===== src/rtl/dct_pkg.sv =====
package dct_pkg;

    typedef enum logic [2:0] {
        CMD_NOP = 3'd0,
        CMD_ACT = 3'd1,
        CMD_RD  = 3'd2,
        CMD_WR  = 3'd3,
        CMD_PRE = 3'd4
    } cmd_e;

    typedef enum logic [2:0] {
        RSN_NONE  = 3'd0,
        RSN_RCD   = 3'd1,
        RSN_RP    = 3'd2,
        RSN_CCD   = 3'd3,
        RSN_RRD   = 3'd4,
        RSN_STATE = 3'd5
    } reason_e;

    typedef struct packed {
        logic    flag;
        reason_e code;
        logic [1:0] grp;
        logic [1:0] bank;
    } viol_t;

    function automatic int max_of(input int a, input int b);
        return (a > b) ? a : b;
    endfunction

endpackage


===== src/rtl/dct_gap_ctr.sv =====
module dct_gap_ctr #(
    parameter int W     = 4,
    parameter int LIMIT = 4
) (
    input  logic         clk,
    input  logic         rst,
    input  logic         restart,
    output logic [W-1:0] cnt
);
    localparam logic [W-1:0] LIM = W'(LIMIT);

    always_ff @(posedge clk) begin
        if (rst)          cnt <= LIM;
        else if (restart) cnt <= W'(1);
        else if (cnt < LIM) cnt <= cnt + W'(1);
    end

    AST_CNT_BOUND: assert property (@(posedge clk) disable iff (rst)
        cnt <= LIM);
    AST_HOLD_AT_LIMIT: assert property (@(posedge clk) disable iff (rst)
        (cnt == LIM && !restart) |=> cnt == LIM);
endmodule


===== src/rtl/dct_grp_tbl.sv =====
module dct_grp_tbl #(
    parameter int NG           = 4,
    parameter int GW           = 2,
    parameter int COL_GAP_SAME = 6,
    parameter int COL_GAP_DIFF = 3,
    parameter int ACT_GAP_SAME = 5,
    parameter int ACT_GAP_DIFF = 2
) (
    input  logic          clk,
    input  logic          rst,
    input  logic [NG-1:0] col_hit,
    input  logic [NG-1:0] act_hit,
    input  logic [GW-1:0] tgt_grp,
    output logic          ccd_bad,
    output logic          rrd_bad
);
    localparam int W = $clog2(dct_pkg::max_of(COL_GAP_SAME, ACT_GAP_SAME) + 1);

    logic [NG-1:0] ccd_short, rrd_short;

    for (genvar g = 0; g < NG; g++) begin : g_grp
        logic [W-1:0] col_cnt, act_cnt;
        logic         same;
        assign same = (tgt_grp == GW'(g));

        dct_gap_ctr #(.W(W), .LIMIT(COL_GAP_SAME)) u_col (
            .clk(clk), .rst(rst), .restart(col_hit[g]), .cnt(col_cnt));
        dct_gap_ctr #(.W(W), .LIMIT(ACT_GAP_SAME)) u_act (
            .clk(clk), .rst(rst), .restart(act_hit[g]), .cnt(act_cnt));

        assign ccd_short[g] = col_cnt < (same ? W'(COL_GAP_SAME) : W'(COL_GAP_DIFF));
        assign rrd_short[g] = act_cnt < (same ? W'(ACT_GAP_SAME) : W'(ACT_GAP_DIFF));
    end

    assign ccd_bad = |ccd_short;
    assign rrd_bad = |rrd_short;

    AST_HIT_ONEHOT: assert property (@(posedge clk) disable iff (rst)
        $onehot0(col_hit | act_hit));
endmodule


===== config.mk =====
export PLATFORM = sky130hd
export DESIGN_NAME = dct_grp_tbl
export DESIGN_NICKNAME = d
export VERILOG_FILES = /design/src/rtl/dct_pkg.sv /design/src/rtl/dct_gap_ctr.sv /design/src/rtl/dct_grp_tbl.sv
export SDC_FILE = /design/constraint.sdc
export NUM_CORES = 1
export LEC_CHECK = 0
export BUFFER_PORTS_ARGS = -buffer_cell sky130_fd_sc_hd__buf_2
export CAP_MARGIN = 20
export CORE_ASPECT_RATIO = 1.4
export CORE_UTILIZATION = 56
export DETAILED_ROUTE_END_ITERATION = 7
export PLACE_DENSITY = 0.86
export SLEW_MARGIN = 10
export SYNTH_ARGS = -nofsm -noshare
export SYNTH_HDL_FRONTEND = slang
export SYNTH_SLANG_ARGS = --single-unit
export TNS_END_PERCENT = 10

===== constraint.sdc =====
create_clock -name clk -period 1.4 [get_ports clk]
set_clock_uncertainty 0.1 [all_clocks]
set_input_delay 0.07 -clock clk [delete_from_list [all_inputs] [get_ports clk]]
set_output_delay 0.07 -clock clk [all_outputs]
set_load 0.005 [all_outputs]

==> results.txt, run 1 <==
----------------------------------------------------
[Finish]
  Post-layout instance area ... 1620 um^2
  Utilization of the core after routing ... 0.802
  Final layout net count ... 210
  Fill cell count ... between 100 and 150
  Share of final-layout standard cells stronger than drive strength 1 ... 0.243
  Area growth syn-to-layout ... 29.6%
  Count of antenna diodes in the layout ... 0
  Leading cell types in the layout, fill and taps excluded ... sky130_fd_sc_hd__nand2_1, sky130_fd_sc_hd__dfxtp_1, sky130_fd_sc_hd__a21oi_1
  Most common cell after layout, fill and taps aside ... sky130_fd_sc_hd__nand2_1

[Clocking]
  H-tree Lvls ... 1
  Clk slew on worst S/H paths ... around 130 ps
  Clock sink total ... 24
  Clock tree from TritonCTS ... yes
  Root Driver ... sky130_fd_sc_hd__clkbuf_4
  Worst-case clock buffer depth ... 2
  Worst skew pair latency ... between 300 and 400 ps
  TritonCTS Buffers ... 3

[Outcome]
  Failing checks ... negative setup slack
  Run status ... complete, but fails checks

[Power]
  Share of power burned in registers ... 0.517
  Internal portion of total power ... 1.09 mW
  Share of total power in the clock network ... 0.235
  Switching share of total power ... 0.293
  Pwr per Cell Area ... approximately 960 nW/um^2
  Static leakage ... between 0.7 and 0.8 nW
  Switching power ... 454 uW
  Worst-case vdd ir drop ... 0.825 mV
  Logic gate share of total power ... 0.248

[Timing]
  Final Worst Setup Slack ... -161 ps
  Final number of max-transition violations ... 0
  Period utilization ... 1.12
  Peak clock frequency supported by timing ... 640 MHz
  Slew at the pin with the worst max-slew slack ... 337 ps
  Slew margin rel. ... 0.776
  Number of endpoints with negative hold slack in the final report ... 0
  Setup TNS after final layout ... -316 ps
  Shortest period the worst path allows ... about 1600 ps
  Number of endpoints failing setup at the final stage ... 2
  WHS ... around 370 ps
  Unrepaired setup endpoints after global routing ... yes

[Route]
  Antenna Nets Post-Route ... 0
  Vias per std cell ... ~5.8
  First DRT Iteration DRCs ... 33
  1st-pass router iterations ... 4
  Wire length per cell after detailed routing ... between 10 and 15 um
  Final wirelength ... between 2 and 3 mm
  Number of vias after detailed routing ... between 1k and 1.5k
  Drc violations ... 0

[Min path]
  Hold-critical path depth ... 3
  Hold Path Sink ... g_grp[2].u_act.cnt[2]
  Hold Path Class ... input pin to flop
  Beginning of the worst hold path ... act_hit[2]

[Global routing]
  Antenna violations before repair ... 0
  Wire length of the first global-routing pass ... 4.64 mm
  Maximum number of pins on one net before global-route repair ... 17
  Total Routing Usage GR ... 0.246
  Number of global-route vias before repair ... 1129
  Total global routing overflow ... 0

[Setup path]
  Arrival time of the worst setup path ... about 1400 ps
  Slack of the worst reg-to-reg path ... 230 ps
  Reg-to-Reg Start ... g_grp[1].u_col.cnt[1]
  Worst-path fanout max ... 2
  Element type at the critical path end ... primary output
  Slowest cell on the critical path ... sky130_fd_sc_hd__dfxtp_4
  Worst Setup Start Kind ... flop
  Largest incremental delay on the critical path ... approximately 380 ps
  CP Class ... flop to primary output
  Critical register-to-register path endpoint ... g_grp[1].u_col.cnt[2]
  Logic depth of the worst register-to-register path ... 4
  Critical Path RT ... approximately 1200 ps
  Cell-by-cell trace of the critical path ... ha_4 -> a21oi_1 -> o21ai_2 -> nand4_1 -> buf_2

[Logic synthesis]
  Arithmetic-cell share of the synthesized area counting full adders, half adders and majority gates ... 0.160
  Flop and latch count out of synthesis ... 24
  Synth Area in Compound Gates ... 0.200
  Post-synthesis share of cell area spent on and, or, nand and nor gates ... 0.188
  Post-synthesis instance area ... ~1200 um^2
  Fraction of synthesized cell area in xor and xnor cells ... 0.0280
  Dominant combinational cell family by area after synthesis ... compound AO/OA/AOI/OAI gates
  Multiplexer fraction of the synthesized cell area ... 0.0320
  Mean cell area of the mapped netlist ... between 8 and 9 um^2
  Number of library cell types mapped by synthesis ... 19
  Proportion of synthesized chip area in sequential cells ... 0.384
  Cell count after synthesis ... roughly 150
  Post-synth net total ... ~180
  Syn. warnings ... 0

[Flow run]
  Max-capacitance violation count ... 0

[Place]
  Number of buffers added on ports ... 13
  Placed Area ... around 1300 um^2
  Routability-driven placement congestion ratio ... 0.767
  Dpl hpwl ... between 1.5 and 2 mm

[Floorplanning]
  I/O pin count ... 14
  Chip width ... between 40 and 50 um
  Area of the die ... roughly 2400 um^2
  Starting density of the core ... 0.619
  Vert. Die Dim ... ~58 um
  Core region area ... 2020 um^2
  Site row count ... 19

----------------------------------------------------
cells in the mapped netlist:
| library cell | n | share of area |
|---|---|---|
| sky130_fd_sc_hd__a21boi_1 | 4 | 0.024 |
| sky130_fd_sc_hd__a21oi_1 | 16 | 0.064 |
| sky130_fd_sc_hd__buf_2 | 1 | 0.0040 |
| sky130_fd_sc_hd__dfxtp_1 | 24 | 0.38 |
| sky130_fd_sc_hd__ha_1 | 16 | 0.16 |
| sky130_fd_sc_hd__inv_2 | 1 | 0.0030 |
| sky130_fd_sc_hd__mux2i_1 | 4 | 0.032 |
| sky130_fd_sc_hd__nand2_1 | 29 | 0.087 |
| sky130_fd_sc_hd__nand2b_1 | 2 | 0.010 |
| sky130_fd_sc_hd__nand3b_1 | 4 | 0.024 |
| sky130_fd_sc_hd__nand4_1 | 2 | 0.010 |
| sky130_fd_sc_hd__nor2_1 | 12 | 0.036 |
| sky130_fd_sc_hd__nor3_1 | 4 | 0.016 |
| sky130_fd_sc_hd__o21a_1 | 4 | 0.024 |
| sky130_fd_sc_hd__o21ai_0 | 5 | 0.020 |
| sky130_fd_sc_hd__o21ai_1 | 11 | 0.044 |
| sky130_fd_sc_hd__o31ai_1 | 4 | 0.024 |
| sky130_fd_sc_hd__or2_1 | 1 | 0.0050 |
| sky130_fd_sc_hd__xor2_1 | 4 | 0.028 |
power groups by stage:
stage | Combinational [mW] | Clock, mW | Sequential, mW
2_1_floorplan | 0.206 | 0 | 0.800
3_3_place_gp | 0.259 | 0 | 0.809
3_5_place_dp | 0.276 | 0 | 0.814
4_1_cts | 0.347 | 0.371 | 0.793
5_1_grt | 0.434 | 0.394 | 0.810
6_report | 0.385 | 0.364 | 0.800
registers in the layout, summed over array words and instances, names as in the netlist:
signal           cells
g_grp.u_act.cnt     12
g_grp.u_col.cnt     12
layer usage:
layer  global-route usage  share of wire
met1                0.283           0.38
met2                0.438           0.52
met3               0.0280          0.043
met4                0.138          0.047
met5                    0              0
logic make-up after synthesis:
kind of cell,count (synthesis)
AND/OR/NAND/NOR,54
AO/OA/AOI/OAI,44
flip-flops,24
adder cells (fa/ha/maj),16
XOR/XNOR,4
multiplexers,4
buffers and inverters,2
critical path: cells and delay by family (launching register included):
| family | cells | cell delay [ps] |
|---|---|---|
| buffers and inverters | 1 | 110 |
| adders and majority gates | 1 | 240 |
| AOI/OAI and AO/OA | 2 | 260 |
| DFF | 1 | 380 |
| and+or+nand+nor | 1 | 90 |
metrics by stage:
stage / instances / setup WS (ps) / total power, mW
finish: 202 / -161 / 1.55
detailed placement: 182 / 52.0 / 1.09
global placement: 182 / 74.2 / 1.07
floorplan: 148 / 293 / 1.01
CTS: 202 / -135 / 1.51
global route: 202 / -223 / 1.64
worst max path at each step:
stage	start	endpoint	depth (start not counted)
after detailed placement	tgt_grp[0]	rrd_bad	7
after CTS	g_grp[0].u_act.cnt[2]	rrd_bad	5
after global placement	tgt_grp[0]	rrd_bad	7
final	g_grp[1].u_act.cnt[2]	rrd_bad	5
after global routing	g_grp[1].u_act.cnt[2]	rrd_bad	5
after floorplan	g_grp[3].u_act.cnt[2]	rrd_bad	4
cell type report:
cell class,instances,area (um^2),share of cell area
Tap cell,21,26.3,0.0162
Timing Repair Buffer,30,215,0.133
Multi-Input combinational cell,122,841,0.519
Sequential cell,24,498,0.307
Clock buffer,4,36.3,0.0224
Inverter,1,3.75,0.00232
timing repair:
action / in CTS / in global routing
hold endpoints to repair: 24 / 0
hold buffers: 9 / 0
pin swaps: 6 / 1
setup buffers: 7 / 0
gates resized for setup: 16 / 6
setup endpoints to repair: 2 / 2
Power figures use the tool's default switching activity.
==> run 2: changes to the inputs <==
Settings changed: CORE_UTILIZATION 56 to 57, SYNTH_HIERARCHICAL from default to 1.
==> run 2 against run 1 <==
Compared with the run above:
- the run ends with design-rule violations, negative setup slack left
- highest routed layer unchanged
- utilization shrank 6.0 points
- sequential cell count unchanged
- global-route usage is 0.47 points lower
- combinational power down 17%
- largest power group unchanged
==> results.txt, run 2 <==
----------------------------------------------------
[Route]
  Number of vias after detailed routing ... 1198 (+2.1%)
  First DRT Iteration DRCs ... 27 (-18%)
  Final wirelength ... 2.84 mm (-2.8%)
  Antenna Nets Post-Route ... 0 (unchanged)
  Vias per std cell ... 6.18 (+6.3%)
  Wire length per cell after detailed routing ... 14.7 um (+1.2%)
  Drc violations ... 2 (+2)
  1st-pass router iterations ... 6 (+2)

[Floorplanning]
  Core region area ... 2230 um^2 (+10%)
  Site row count ... 20 (+1)
  Area of the die ... 2610 um^2 (+7.4%)
  Vert. Die Dim ... 60.0 um (+3.6%)
  I/O pin count ... 14 (unchanged)
  Starting density of the core ... 0.615 (-0.00341)
  Chip width ... 43.4 um (+3.6%)

[Global routing]
  Maximum number of pins on one net before global-route repair ... 21 (+4)
  Antenna violations before repair ... 0 (unchanged)
  Wire length of the first global-routing pass ... 4.82 mm (+4.0%)
  Total Routing Usage GR ... 0.242 (-0.00471)
  Number of global-route vias before repair ... 1119 (-0.89%)
  Total global routing overflow ... 0 (unchanged)

[Clocking]
  Clk slew on worst S/H paths ... 130 ps (about the same)
  Clock tree from TritonCTS ... yes
  Root Driver ... sky130_fd_sc_hd__clkbuf_4
  H-tree Lvls ... 1 (unchanged)
  TritonCTS Buffers ... 3 (unchanged)
  Worst skew pair latency ... 320 ps (about the same)
  Worst-case clock buffer depth ... 2 (unchanged)
  Clock sink total ... 24 (unchanged)

[Setup path]
  Worst-path fanout max ... 2 (unchanged)
  Cell-by-cell trace of the critical path ... ha_4 -> nand4_1 -> a22oi_1 -> nand3_1 -> buf_2
  Largest incremental delay on the critical path ... 360 ps (-20 ps)
  Worst Setup Start Kind ... flop
  Critical Path RT ... 1230 ps (about the same)
  Worst path top cell family by delay ... flip-flops
  Slowest cell on the critical path ... sky130_fd_sc_hd__dfxtp_2
  Element type at the critical path end ... primary output
  Arrival time of the worst setup path ... 1470 ps (+80 ps)
  CP Class ... flop to primary output
  Bufs and invs on worst path ... 1 (unchanged)

[Finish]
  Leading cell types in the layout, fill and taps excluded ... sky130_fd_sc_hd__nand2_1, sky130_fd_sc_hd__buf_2, sky130_fd_sc_hd__a21oi_1
  Count of antenna diodes in the layout ... 0 (unchanged)
  Final cell count without fillers ... 194 (-4.0%)
  Share of final-layout standard cells stronger than drive strength 1 ... 0.279 (+0.0360)
  Area growth syn-to-layout ... 20.6%
  Top flop regs ... g_grp.u_act/cnt (12), g_grp.u_col/cnt (12)
  Fill cell count ... 161 (+27%)
  Final layout net count ... 197 (-6.2%)
  Utilization of the core after routing ... 0.742 (-0.0597)

[Logic synthesis]
  FFs w/ async S/R, synth ... 0 (unchanged)
  Number of library cell types mapped by synthesis ... 27 (+8)
  Post-synthesis instance area ... 1370 um^2 (+9.6%)
  Multiplexer fraction of the synthesized cell area ... 0 (-0.0320)
  Top area cells in the synthesized netlist ... sky130_fd_sc_hd__dfxtp_1, sky130_fd_sc_hd__ha_1, sky130_fd_sc_hd__a211oi_2, sky130_fd_sc_hd__a21oi_1, sky130_fd_sc_hd__o31ai_1
  Most used DFF post-synth ... sky130_fd_sc_hd__dfxtp_1
  Post-synthesis share of cell area spent on and, or, nand and nor gates ... 0.249 (+0.0611)
  Flop and latch count out of synthesis ... 24 (unchanged)
  Most used standard cells in the synthesized netlist ... sky130_fd_sc_hd__dfxtp_1, sky130_fd_sc_hd__nand2_1, sky130_fd_sc_hd__a21oi_1, sky130_fd_sc_hd__ha_1
  Syn. warnings ... 6 (+6)
  Largest area contributor in the synthesized netlist ... sky130_fd_sc_hd__dfxtp_1
  Cell with the most instances after synthesis ... sky130_fd_sc_hd__dfxtp_1
  Synth Area in Compound Gates ... 0.260 (+0.0601)
  Synth top area share ... 0.351 (-0.0337)
  Fraction of synthesized cell area in xor and xnor cells ... 0 (-0.0280)
  Post-synth net total ... 169 (-4.0%)
  Mean cell area of the mapped netlist ... 9.45 um^2 (+12%)
  Proportion of synthesized chip area in sequential cells ... 0.351 (-0.0337)
  Dominant combinational cell family by area after synthesis ... compound AO/OA/AOI/OAI gates
  Arithmetic-cell share of the synthesized area counting full adders, half adders and majority gates ... 0.110 (-0.0506)
  Number of enable flip-flop cells after synthesis ... 0 (unchanged)
  Cell count after synthesis ... 145 (-2.0%)

[Timing]
  Shortest period the worst path allows ... 1640 ps (+82.5 ps)
  Final Worst Setup Slack ... -244 ps (-82.5 ps)
  Unrepaired setup endpoints after global routing ... yes
  Number of endpoints with negative hold slack in the final report ... 0 (unchanged)
  Period utilization ... 1.17 (+0.0590)
  Peak clock frequency supported by timing ... 608 MHz (-5.0%)
  Slew at the pin with the worst max-slew slack ... 464 ps (+127 ps)
  Final number of max-transition violations ... 0 (unchanged)
  Number of endpoints failing setup at the final stage ... 2 (unchanged)
  Slew margin rel. ... 0.691 (-0.0849)

[Place]
  Cell count after placement ... 181 (-0.55%)
  Number of buffers added on ports ... 13 (unchanged)
  Routability-driven placement congestion ratio ... 0.714 (-6.9%)
  Dpl hpwl ... 1.97 mm (+15%)

[Outcome]
  Failing checks ... design-rule violations, negative setup slack
  Run status ... complete, but fails checks

[Power]
  Total design power ... 1.50 mW (-2.8%)
  Pwr per Cell Area ... 910 nW/um^2 (-4.8%)
  Worst-case vdd ir drop ... 0.718 mV (-13%)
  Static leakage ... 0.709 nW (+0.81%)

[Min path]
  Hold Path Class ... input pin to flop

[Flow run]
  Max-capacitance violation count ... 0 (unchanged)

----------------------------------------------------
-- run 2: cell count changes after synthesis, sizes merged, moves of 7 or more --
cell,before,now
a211oi,0,8
inv,1,8
nand2,29,13
o21ai,16,7
-- run 2: path summary, 6_finish.rpt --
| path | start | end | slack [ps] | cells past startpoint |
|---|---|---|---|---|
| min reg2reg | g_grp[1].u_col/cnt[2] | g_grp[1].u_col/cnt[0] | 420 | 2 |
| min | rst | g_grp[3].u_act/cnt[2] | 80 | 3 |
| max reg2reg | g_grp[2].u_act/cnt[0] | g_grp[2].u_act/cnt[2] | 120 | 3 |
| max | g_grp[3].u_act/cnt[2] | rrd_bad | -240 | 5 |
-- run 2: cells by family after synthesis --
family	Yosys count
AND/OR/NAND/NOR	54
buffers and inverters	9
adder cells (fa/ha/maj)	12
flip-flops	24
AO/OA/AOI/OAI	46
-- run 2: final cells by class --
| class | count | area [um^2] | area share |
|---|---|---|---|
| Clock buffer | 4 | 36.3 | 0.0220 |
| Inverter | 8 | 30.0 | 0.0182 |
| Multi-Input combinational cell | 112 | 883 | 0.534 |
| Sequential cell | 24 | 508 | 0.307 |
| Tap cell | 22 | 27.5 | 0.0167 |
| Timing Repair Buffer | 24 | 168 | 0.101 |
-- run 2: tightest hold or removal path: cells and delay by family --
family | cells | cell delay [ps]
buf+inv | 2 | 350
compound gates | 1 | 60
-- run 2: power by group --
group / internal, mW / switching, mW
clock network: 0.159 / 0.215
logic: 0.173 / 0.146
registers: 0.739 / 0.0720
total: 1.07 / 0.433
-- run 2: through the flow --
step                setup WS [ps]  hold WS, ps  area (um^2)  setup TNS [ps]
global placement             81.8          176         1470               0
global route                 -327         90.2         1650            -551
finish                       -244         83.5         1650            -360
floorplan                     220         34.6         1370               0
detailed placement           54.0          180         1470               0
CTS                          -224         85.3         1640            -337
-- run 2: timing repair --
item | in CTS | in global routing
endpoints found under the setup margin | 2 | 3
setup buffers | 1 | 0
resized for setup | 17 | 5
cloned | 0 | 0
hold buffers | 8 | 0
endpoints found under the hold margin | 21 | 0
pin swaps | 1 | 1
-- run 2: routing by layer --
layer,vias up,track usage,part of all wire
met5,-,0,0
met4,0,0.0938,0.014
met3,4,0.0332,0.030
met2,20,0.452,0.55
met1,575,0.271,0.41
li1,599,-,-
==> run 3: changes to the inputs <==
Settings changed: ABC_AREA from default to 1, CORE_UTILIZATION 57 to 58, PLACE_DENSITY 0.86 to 0.87, TNS_END_PERCENT 10 to 30.
==> run 3 against run 2 <==
Compared with the run above:
- the flow still finishes with violations (design-rule violations, negative setup slack)
- synthesized cell count up 57%
- final area up 5.8%
- sequential power barely moved
- register-to-register slack better by 230 ps
- wire length decreased by 4.6%
- non-clock buffer count is 3 higher
- maximum frequency up 9.2%
- sequential share of layout area shrank 2.0 points
- worst setup slack better by 140 ps
- area after synthesis is 4.8% higher
- die area grew 2.9%
- utilization fell by 0.30 points
- critical path type unchanged
- critical endpoint unchanged
- highest routed layer unchanged
==> results.txt, run 3 <==
----------------------------------------------------
[Finish]
  Final cell count without fillers ... 281 (+45%)
  Leading cell types in the layout, fill and taps excluded ... sky130_fd_sc_hd__nand2_1, sky130_fd_sc_hd__nor2_1, sky130_fd_sc_hd__inv_1
  Most common cell after layout, fill and taps aside ... sky130_fd_sc_hd__nand2_1
  Share of final-layout standard cells stronger than drive strength 1 ... 0.198 (-0.0814)
  Count of antenna diodes in the layout ... 0 (unchanged)
  Area growth syn-to-layout ... 21.7%
  Area used by multi-input combinational logic ... 832 um^2 (-5.8%)
  Final layout net count ... 283 (+44%)
  Utilization of the core after routing ... 0.739 (-0.00298)
  Fill cell count ... 194 (+20%)
  Top flop regs ... g_grp.u_act/cnt (12), g_grp.u_col/cnt (12)
  Total area of sequential cells ... 503 um^2 (-0.99%)

[Min path]
  Hold Path Sink ... g_grp[3].u_act/cnt[0]
  Hold Path Class ... input pin to flop
  Beginning of the worst hold path ... act_hit[3]
  Hold-critical path depth ... 4 (+1)

[Flow run]
  Max-capacitance violation count ... 0 (unchanged)

[Place]
  Dpl hpwl ... 1.92 mm (-2.4%)
  Number of buffers added on ports ... 13 (unchanged)
  Cell count after placement ... 263 (+45%)
  Routability-driven placement congestion ratio ... 0.756 (+5.9%)

[Clocking]
  Worst-case clock buffer depth ... 2 (unchanged)
  Clock tree from TritonCTS ... yes
  Clk slew on worst S/H paths ... 140 ps (about the same)
  TritonCTS Buffers ... 3 (unchanged)
  Root Driver ... sky130_fd_sc_hd__clkbuf_4
  Clock sink total ... 24 (unchanged)
  Worst skew pair latency ... 320 ps (about the same)
  H-tree Lvls ... 1 (unchanged)

[Global routing]
  Number of global-route vias before repair ... 1148 (+2.6%)
  Antenna violations before repair ... 0 (unchanged)
  Total global routing overflow ... 0 (unchanged)
  Wire length of the first global-routing pass ... 4.34 mm (-10%)
  Total Routing Usage GR ... 0.214 (-0.0278)
  Maximum number of pins on one net before global-route repair ... 15 (-29%)

[Power]
  Pwr per Cell Area ... 978 nW/um^2 (+7.4%)
  Static leakage ... 0.976 nW (+38%)
  Internal portion of total power ... 1.22 mW (+13%)
  Switching power ... 494 uW (+14%)
  Total design power ... 1.71 mW (+14%)
  Logic gate share of total power ... 0.220 (+0.008)
  Switching share of total power ... 0.289 (+0.00103)
  Worst-case vdd ir drop ... 0.760 mV (+5.9%)
  Share of total power in the clock network ... 0.304 (+0.055)
  Share of power burned in registers ... 0.476 (-0.063)

[Logic synthesis]
  Post-synth net total ... 251 (+49%)
  Synth top area share ... 0.334 (-0.0162)
  Syn. warnings ... 6 (unchanged)
  Flop and latch count out of synthesis ... 24 (unchanged)
  Number of enable flip-flop cells after synthesis ... 0 (unchanged)
  Cell count after synthesis ... 227 (+57%)
  Largest area contributor in the synthesized netlist ... sky130_fd_sc_hd__dfxtp_1
  Most used standard cells in the synthesized netlist ... sky130_fd_sc_hd__nand2_1, sky130_fd_sc_hd__inv_1, sky130_fd_sc_hd__nor2_1
  FFs w/ async S/R, synth ... 0 (unchanged)
  Proportion of synthesized chip area in sequential cells ... 0.334 (-0.0162)
  Post-synthesis instance area ... 1440 um^2 (+4.8%)
  Cell with the most instances after synthesis ... sky130_fd_sc_hd__nand2_1
  Number of library cell types mapped by synthesis ... 16 (-41%)
  Top area cells in the synthesized netlist ... sky130_fd_sc_hd__dfxtp_1, sky130_fd_sc_hd__nand2_1, sky130_fd_sc_hd__ha_1, sky130_fd_sc_hd__inv_1, sky130_fd_sc_hd__nor2_1
  Most used DFF post-synth ... sky130_fd_sc_hd__dfxtp_1
  Mean cell area of the mapped netlist ... 6.33 um^2 (-33%)

[Timing]
  Number of endpoints failing setup at the final stage ... 1 (-1)
  Slew margin rel. ... 0.844 (+0.153)
  Unrepaired setup endpoints after global routing ... yes
  Period utilization ... 1.08 (-0.0990)
  Shortest period the worst path allows ... 1510 ps (-139 ps)
  Setup TNS after final layout ... -105 ps (+254 ps)
  Number of endpoints with negative hold slack in the final report ... 0 (unchanged)
  Slew at the pin with the worst max-slew slack ... 234 ps (-230 ps)
  WHS ... 399 ps (+316 ps)
  Final Worst Setup Slack ... -105 ps (+139 ps)
  Peak clock frequency supported by timing ... 664 MHz (+9.2%)
  Final number of max-transition violations ... 0 (unchanged)

[Setup path]
  Arrival time of the worst setup path ... 1340 ps (-130 ps)
  Worst Setup Start Kind ... flop
  Reg-to-Reg Start ... g_grp[1].u_act/cnt[2]
  Critical register-to-register path endpoint ... g_grp[1].u_act/cnt[2]
  Slack of the worst reg-to-reg path ... 350 ps (+230 ps)
  Critical Path RT ... 1230 ps (about the same)
  CP Class ... flop to primary output
  Logic depth of the worst register-to-register path ... 6 (+3)
  Worst-path fanout max ... 2 (unchanged)
  Element type at the critical path end ... primary output

[Outcome]
  Run status ... complete, but fails checks
  Failing checks ... design-rule violations, negative setup slack

[Route]
  Final wirelength ... 2.71 mm (-4.6%)
  Drc violations ... 1 (-1)
  Wire length per cell after detailed routing ... 9.66 um (-34%)
  First DRT Iteration DRCs ... 57 (+110%)
  1st-pass router iterations ... 6 (unchanged)
  Number of vias after detailed routing ... 1381 (+15%)
  Antenna Nets Post-Route ... 0 (unchanged)
  Vias per std cell ... 4.91 (-20%)

[Floorplanning]
  Core region area ... 2360 um^2 (+6.2%)
  Chip width ... 44.1 um (+1.4%)
  Site row count ... 21 (+5.0%)
  Area of the die ... 2680 um^2 (+2.9%)
  Vert. Die Dim ... 60.9 um (+1.4%)
  Starting density of the core ... 0.607 (-0.00776)
  I/O pin count ... 14 (unchanged)

----------------------------------------------------
[run 3: cell types whose count changed after synthesis, sizes merged, moves of 8 or more]
cell	delta
nand3	+16
a21oi	-11
inv	+25
nand2	+81
o31ai	-8
nor2	+20
a211oi	-8
[run 3: cell families after synthesis]
group,Yosys count,synth area share
AO/OA/AOI/OAI,9,0.0531
adder cells (fa/ha/maj),12,0.105
buffers and inverters,37,0.0967
flip-flops,24,0.334
AND/OR/NAND/NOR,145,0.411
[run 3: worst max-delay path, stage by stage (launching register included)]
cell	delay, ps
sky130_fd_sc_hd__dfxtp_2	350
sky130_fd_sc_hd__ha_1	290
sky130_fd_sc_hd__nand2_1	70
sky130_fd_sc_hd__nand2_1	60
sky130_fd_sc_hd__nand2_1	50
sky130_fd_sc_hd__inv_1	40
sky130_fd_sc_hd__nand2_1	50
sky130_fd_sc_hd__buf_2	100
[run 3: metal layers]
metal / share of wire / up-vias / global-route usage
met4: 0.021 / 0 / 0.113
met2: 0.50 / 17 / 0.382
met5: 0 / - / 0
li1: - / 752 / -
met1: 0.45 / 606 / 0.250
met3: 0.028 / 6 / 0.0179
[run 3: what timing repair did]
item | in CTS | in global routing
hold endpoints to repair | 24 | 0
hold buffers | 9 | 0
buffers inserted | 4 | 1
pin swaps | 2 | 2
setup endpoints to repair | 2 | 2
resized for setup | 12 | 6
[run 3: cell type report]
type                       count  share of cell area
clock inverter                 1              0.0172
sequential                    24               0.288
inverter                      37              0.0795
tap                           23              0.0165
clock buffer                   3              0.0129
multi-input combinational    166               0.476
timing repair buffer          27               0.110
[run 3: power by group through the flow]
stage / combinational, mW / clock, mW / sequential, mW
3_5_place_dp: 0.326 / 0 / 0.831
4_1_cts: 0.370 / 0.519 / 0.812
5_1_grt: 0.439 / 0.551 / 0.826
6_report: 0.376 / 0.520 / 0.814
2_1_floorplan: 0.251 / 0 / 0.811
3_3_place_gp: 0.313 / 0 / 0.829
[run 3: per-stage QoR]
step	worst slack (ps)	instance area [um^2]
detailed placement	166	1530
finish	-105	1750
CTS	-90.1	1730
global placement	203	1530
floorplan	388	1440
global route	-190	1750
[run 3: worst max-delay path by stage]
stage,start,to,slack [ps],depth (start not counted)
finish,g_grp[1].u_act/cnt[2],rrd_bad,-110,7
detailed placement,tgt_grp[1],rrd_bad,170,10
global route,g_grp[0].u_act/cnt[2],rrd_bad,-190,7
global placement,tgt_grp[1],rrd_bad,200,10
floorplan,g_grp[3].u_act/cnt[2],rrd_bad,390,6
CTS,g_grp[0].u_act/cnt[2],rrd_bad,-90,7
